File: config.mk
export PLATFORM = sky130hd
export DESIGN_NAME = ttx_slot_timer
export DESIGN_NICKNAME = d
export VERILOG_FILES = /design/src/rtl/ttx_slot_timer.sv
export SDC_FILE = /design/constraint.sdc
export NUM_CORES = 1
export LEC_CHECK = 0
export ABC_CLOCK_PERIOD_IN_PS = 10520
export CAP_MARGIN = 20
export CORE_ASPECT_RATIO = 0.9
export CORE_MARGIN = 2
export CORE_UTILIZATION = 45
export CTS_BUF_LIST = sky130_fd_sc_hd__clkbuf_16
export DETAILED_ROUTE_END_ITERATION = 12
export MAX_ROUTING_LAYER = met4
export REMOVE_ABC_BUFFERS = 1
export SYNTH_ARGS = -nofsm -noshare
export SYNTH_HDL_FRONTEND = slang
export SYNTH_SLANG_ARGS = --single-unit
export TNS_END_PERCENT = 100
File: constraint.sdc
create_clock -name clk -period 10.52 [get_ports clk]
set_input_delay 3.156 -clock clk [delete_from_list [all_inputs] [get_ports clk]]
set_output_delay 3.156 -clock clk [all_outputs]
set_load 0.02 [all_outputs]
File: src/rtl/ttx_slot_timer.sv
module ttx_slot_timer #(
  parameter int LINE_BITS  = 360,
  parameter int GROUP_BITS = 37,
  parameter int SHORT_STEP = 9,
  parameter int LONG_HOLD  = 4,
  parameter int LEAD_W     = 2,
  parameter int WIDTH_W    = 2
) (
  input  logic               clk,
  input  logic               rst_n,
  input  logic               en,
  input  logic               req_bitmode,
  input  logic               src_sel,
  input  logic [LEAD_W-1:0]  req_lead,
  input  logic [WIDTH_W-1:0] req_width,
  input  logic               line_start,
  input  logic               data_in_a,
  input  logic               data_in_b,
  output logic               ttx_req,
  output logic               bit_data,
  output logic               bit_valid
);
  localparam int BC_W = $clog2(LINE_BITS + 1);
  localparam int GP_W = $clog2(GROUP_BITS + 1);
  localparam int CY_W = $clog2(LONG_HOLD);

  typedef struct packed {
    logic            act;
    logic [CY_W-1:0] cyc;
    logic [GP_W-1:0] gpos;
    logic [BC_W-1:0] bcnt;
  } tl_t;

  function automatic logic short_bit(input logic [GP_W-1:0] g);
    int gi;
    gi = int'(g);
    return (gi > 1) && (((gi - 1) % SHORT_STEP) == 0);
  endfunction

  function automatic logic last_slot(input tl_t s);
    logic [CY_W-1:0] lim;
    lim = short_bit(s.gpos) ? CY_W'(LONG_HOLD - 2) : CY_W'(LONG_HOLD - 1);
    return s.act && (s.cyc == lim);
  endfunction

  function automatic tl_t advance(input tl_t s);
    tl_t n;
    n = s;
    if (s.act) begin
      if (last_slot(s)) begin
        n.cyc  = '0;
        n.gpos = (s.gpos == GP_W'(GROUP_BITS)) ? GP_W'(1) : s.gpos + GP_W'(1);
        n.bcnt = s.bcnt + BC_W'(1);
        if (s.bcnt == BC_W'(LINE_BITS - 1)) n.act = 1'b0;
      end else begin
        n.cyc = s.cyc + CY_W'(1);
      end
    end
    return n;
  endfunction

  tl_t               main_q, lead_q;
  logic [WIDTH_W-1:0] pcnt;

  wire main_last = en && last_slot(main_q);
  wire lead_last = en && last_slot(lead_q);
  wire pick      = src_sel ? data_in_b : data_in_a;

  assign ttx_req = en && (req_bitmode ? (lead_last || (pcnt != '0)) : lead_q.act);

  always_ff @(posedge clk) begin
    if (!rst_n) begin
      main_q    <= '0;
      lead_q    <= '0;
      pcnt      <= '0;
      bit_data  <= 1'b0;
      bit_valid <= 1'b0;
    end else if (!en) begin
      main_q    <= '0;
      lead_q    <= '0;
      pcnt      <= '0;
      bit_valid <= 1'b0;
    end else if (line_start) begin
      main_q    <= '{act: 1'b1, cyc: '0, gpos: GP_W'(1), bcnt: '0};
      lead_q    <= '{act: 1'b1, cyc: CY_W'(req_lead), gpos: GP_W'(1), bcnt: '0};
      pcnt      <= '0;
      bit_valid <= 1'b0;
    end else begin
      main_q    <= advance(main_q);
      lead_q    <= advance(lead_q);
      pcnt      <= lead_last ? req_width : ((pcnt != '0) ? pcnt - WIDTH_W'(1) : '0);
      bit_valid <= main_last;
      if (main_last) bit_data <= pick;
    end
  end

  // strobe lasts one cycle and slots are at least three clocks apart
  a_r4_single_strobe: assert property (@(posedge clk) disable iff (!rst_n)
    bit_valid |=> !bit_valid);

  // strobed bit matches the selected pin one clock earlier
  a_r5_source_pin: assert property (@(posedge clk) disable iff (!rst_n)
    bit_valid |-> (bit_data == ($past(src_sel) ? $past(data_in_b) : $past(data_in_a))));

  // disabling silences both outputs on the next cycle
  a_r1_quiet_when_off: assert property (@(posedge clk) disable iff (!rst_n)
    !en |=> (!bit_valid && !ttx_req));

  // bit counter never runs past one line
  a_r3_line_bound: assert property (@(posedge clk) disable iff (!rst_n)
    main_q.bcnt <= BC_W'(LINE_BITS));

  // finished timeline stays idle until restarted
  a_r3_idle_after_line: assert property (@(posedge clk) disable iff (!rst_n)
    (!main_q.act && !(en && line_start)) |=> !main_q.act);
endmodule

# Yosys cells after proc, flatten, opt, wreduce, memory -nomap -nowiden
# Index checks and enable logic that the tools add are counted.
# word_totals
register_bits,40
out_inout_bits,3
inputBits,12
# classes
bitwise,3
div,2
magnitude_cmp,2
n_mux,20
reduce_logical,22
n_addsub,9
n_eq_ne,6
# op_table
operator,count
18-bit two-way mux,4
32-bit zero test,2
32-bit by 5-bit remainder unit with 32-bit output (second input constant),2
15-bit two-way mux,2
9-bit by 1-bit adder with 9-bit output (second input constant),2
9-bit equality test (second input constant),2
6-bit by 1-bit subtractor with 7-bit output (second input constant),2
6-bit by 1-bit adder with 6-bit output (second input constant),2
6-bit equality test (second input constant),2
6-bit by 1-bit > comparator with 1-bit output (second input constant),2
6-bit two-way mux,2
2-bit AND reduction,5
2-bit nonzero test,5
1-bit two-way mux,8
2-bit two-way mux,4
1-bit logical AND,7
2-bit by 1-bit adder with 2-bit output (second input constant),2
2-bit equality test,2
1-bit inverter,3
3-bit AND reduction,1
3-bit OR reduction,1
2-bit by 1-bit subtractor with 2-bit output (second input constant),1
1-bit logical OR,1

# Logic depth before layout (Yosys ltp)
# logic_depth
ltp_word,11
mapped_depth,39
mapped_depth_nobuf,32

# Least setup slack after synthesis
# OpenSTA, ideal clock, no wires.
# synth_timing
path_kind,flip-flop to output port
from,register lead_q[9] (netlist name)
to,output port ttx_req
slack_ps,-386
arrival_ps,7750
stages_incl_launch_ff,35
path_cell_list,dfxtp_1 > clkbuf_1 > clkbuf_1 > inv_1 > ha_1 > buf_2 > or3b_1 > nor3_2 > o21ai_0 > ha_1 > or2_2 > o221ai_1 > nand3_1 > xnor2_1 > ha_1 > nor3_1 > a221o_2 > o211ai_4 > buf_6 > xnor2_1 > ha_1 > nand2_1 > mux2i_4 > o2111ai_1 > buf_4 > a21oi_1 > ha_1 > a211o_1 > a311oi_1 > o21ai_0 > a211oi_2 > mux2i_1 > buf_2 > buf_2 > a31oi_1
# synth_between
elab_chain_cells,11
word_cells_on_any_way,12
cone_classes,1 x add/sub; 1 x div; 1 x order compare; 1 x eq/ne; 2 x mux; 6 x reduce/logical
# synth_rtl
element,line_no,rtl
from (decl),62,"tl_t main_q, lead_q;"
from (signal assigned),85,"lead_q <= '{act: 1'b1, cyc: CY_W'(req_lead), gpos: GP_W'(1), bcnt: '0};"
from (signal assigned),90,lead_q <= advance(lead_q);
6-bit by 1-bit subtractor with 7-bit output,37,return (gi > 1) && (((gi - 1) % SHORT_STEP) == 0);
32-bit by 5-bit remainder unit with 32-bit output,37,
32-bit zero test,37,
1-bit logical AND *,37,
1-bit two-way mux *,42,lim = short_bit(s.gpos) ? CY_W'(LONG_HOLD - 2) : CY_W'(LONG_HOLD - 1);
2-bit equality test *,43,return s.act && (s.cyc == lim);
1-bit logical AND *,43,
1-bit logical AND *,66,wire lead_last = en && last_slot(lead_q);
1-bit logical OR *,69,assign ttx_req = en && (req_bitmode ? (lead_last || (pcnt != '0)) : lead_q.act);
1-bit two-way mux *,69,
1-bit logical AND *,69,
to (decl),19,"output logic ttx_req,"
# Mark *: on every way between the ends. The rest lies on a longest branch, timed or not.

# Final worst setup path
# Ends and elaborated chain as after synthesis.

==> run metrics <==
VDD IR max 0.0801 mV; Internal Power 0.000344 W; post-synthesis register bit count 40; Period minus WS final 10000 ps; share of the synthesized area in the top cell type 16.0%; Peak Freq 100 MHz; Post-Synth Simple-Gate Area 30.4%; topmost layer with routed signal wires met4; Crit path largest cell delay 450 ps; Crit. End Element output pin; Final ANT Viol Nets 0; largest family of logic cells by synthesized area compound AO/OA/AOI/OAI gates; xor/xnor cell area share of the yosys netlist 3.15%; Max Clock Skew 2.59 ps; most used cell, CP ha_2; DP HPWL 10300 µm; Comb pwr share 47.6%; Top FF cell, synth dfxtp_1; Final Wtd Congestion 0.979; sequential share of power 27.4%; I/O pin cnt 15; met3 routed WL 692 µm; EDFF count, synth 0; core area 10900 µm²; total CTS buffers 5; Gate Count Post-Synth 681; MaxCap Viol Count 0; Hold Vio Cnt, Final 0; WL/cell 16.4 µm; Worst-Margin Slew 903 ps; Die H 104 µm; M1 wire length 6950 µm; Final #Nets 722; Clock Latency Late Sink 270 ps; Pwr Density 102 nW/µm²; Critical Path Sink ttx_req; antenna diode count 0; Crit Reg-Reg Startpoint main_q[10]; number of DRC markers in iteration 0 352; Unique masters post-synth 92; Synth area leaders dfxtp_1 (16%), ha_1 (6.5%), a21oi_1 (4.5%); DR DRC count 0; Total GRT Usage 23.0%; Die Wd 115 µm; reg2reg end main_q[14]; worst hold path class flip-flop to flip-flop; Slew headroom 39.6%; clock network power share 25.0%; grt ovf 0; WS Path Type flip-flop to output pin; Max Root-Sink Buffers 2; Post-CTS Hold Fix Bufs 0; LEAKAGE 2.10 nW; Setup crit start lead_q[9]; number of global-route vias before repair 4733; Worst Path Buf+Inv 3; wire length on met2 5930 µm; pin count of the biggest net entering global routing 30; synth-to-layout area growth 9.77%; mapped cell area 5010 µm²; Async SR Flop Fraction 0%; vias 5284; critical path depth 30; switching power total 0.000217 W; worst-path fanout max 7; clock-pin slew on the worst setup and hold paths 60 ps; Design Power 0.000562 W; WL final 13700 µm; area share of fa/ha/maj cells after synthesis 6.50%; area leader, netlist dfxtp_1; RSZ-0062 raised after global routing false; run status finished, final reports clean; Final Cycle Share 95.0%; die area 12000 µm²; CTS tree done; Worst Setup Start Kind flip-flop; commonest cells after routing, fill and taps aside nand2_1 (53), nor2_1 (53), a21oi_1 (44); Synth Area per Inst 7.35 µm²; CP arrival 6840 ps; first-pass GRT wire length 22800 µm; register area share after synthesis 16.0%; Synth Area in Compound Gates 32.2%; input/output buffers 14; Root Buffer clkbuf_16; post-synthesis mux area share 5.62%; placed cell area 5290 µm²; switching portion of total power 38.7%; final number of setup-violating endpoints 0; R2R cell count 33; clk sink count 40; Required @ worst endpoint 7360 ps; row count 36; yosys warns 0; Via density 6.31; layout cell share with drive strength beyond 1 11.5%; antenna violations before repair 0; Final Max Tran Viols 0; CP delay by family, top compound AO/OA/AOI/OAI gates; crit path max-delay cell type a221o_2; htree depth 2; Detailed Routing Iterations Pass 1 8; initial core utilization 46.1%; Worst R2R Setup Slack 1350 ps; finished layout cell area 5500 µm²
## sequential cells by signal (all words and copies together), names as in the netlist
name,flops
bit_data,1
main_q,18
lead_q,18
bit_valid,1
pcnt,2
## what timing repair did
action | in CTS | in global routing
gates resized for setup | 2 | 7
gates cloned | 0 | 0
pin swaps | 1 | 1
buffers inserted | 2 | 1
endpoints found under the setup margin | 1 | 1
## layout make-up
type                            instances  area, µm²
Sequential cell                        40        801
Tap cell                              152        190
Multi-Input combinational cell        570       3950
Clock inverter                          3       11.3
Timing Repair Buffer                   35        300
Clock buffer                            5        125
Inverter                               32        120
Fill cell                            1083       5360
## worst register-to-register path, delay by kind of cell (launching register included)
| family | cells | cell delay [ps] |
|---|---|---|
| buffers and inverters | 4 | 730 |
| adder cells (fa/ha/maj) | 5 | 1590 |
| flip-flops | 1 | 470 |
| AND/OR/NAND/NOR | 11 | 2860 |
| AO/OA/AOI/OAI | 10 | 2760 |
| multiplexers | 2 | 550 |
| XOR/XNOR | 1 | 80 |
## per-stage QoR
stage / hold slack [ps] / worst slack (ps) / setup TNS [ps] / instances / util [%]
2_1_floorplan: 447 / -1170 / -1170 / 642 / -
3_3_place_gp: 460 / 311 / 0 / 825 / 48.7
6_report: 477 / 523 / 0 / 837 / 50.6
4_1_cts: 480 / 6.21 / 0 / 835 / 50.2
3_5_place_dp: 471 / 85.2 / 0 / 825 / 48.7
5_1_grt: 508 / 102 / 0 / 837 / 50.6
## Yosys cell counts, drive strengths merged, types with 9 or more instances
master  count
and2       11
nor2       53
clkbuf     21
buf        18
or3        14
and3       16
nand3      31
o21ai      37
a21oi      46
nor3       27
inv        31
dfxtp      40
a31oi       9
mux2i      22
xnor2      15
o211ai     14
a211oi     16
nand2      53
ha         26
## power groups by stage
stage / Combinational, W / Sequential (W) / Clock (W)
after global routing: 0.000293 / 0.000154 / 0.000152
after detailed placement: 0.000253 / 0.000157 / 0
after global placement: 0.000249 / 0.000157 / 0
after CTS: 0.000256 / 0.000154 / 0.000145
final: 0.000267 / 0.000154 / 0.000140
after floorplan: 0.000190 / 0.000158 / 0
## logic make-up (layout without fill, tap and decap cells)
family,Yosys count,in the layout
compound gates,221,221
fa+ha+maj,26,26
flops,40,40
mux,26,26
simple gates,279,279
xor+xnor,18,18
buf+inv,71,75
## routing by layer
metal  vias to the layer above  track usage (%)
li1                       2603                -
met1                      2509             35.3
met2                       160             32.9
met3                        12             2.39
met4                         0             4.04
met5                         -                -
## worst min path at each step
stage / from / to / slack [ps] / cells past startpoint
floorplan: main_q[8] / main_q[8] / 450 / 2
global placement: main_q[8] / main_q[8] / 460 / 2
detailed placement: main_q[8] / main_q[8] / 470 / 2
CTS: main_q[8] / main_q[8] / 480 / 2
global route: lead_q[8] / lead_q[8] / 510 / 2
finish: main_q[8] / main_q[8] / 480 / 2
No activity file was read; power rests on OpenSTA's default activity.
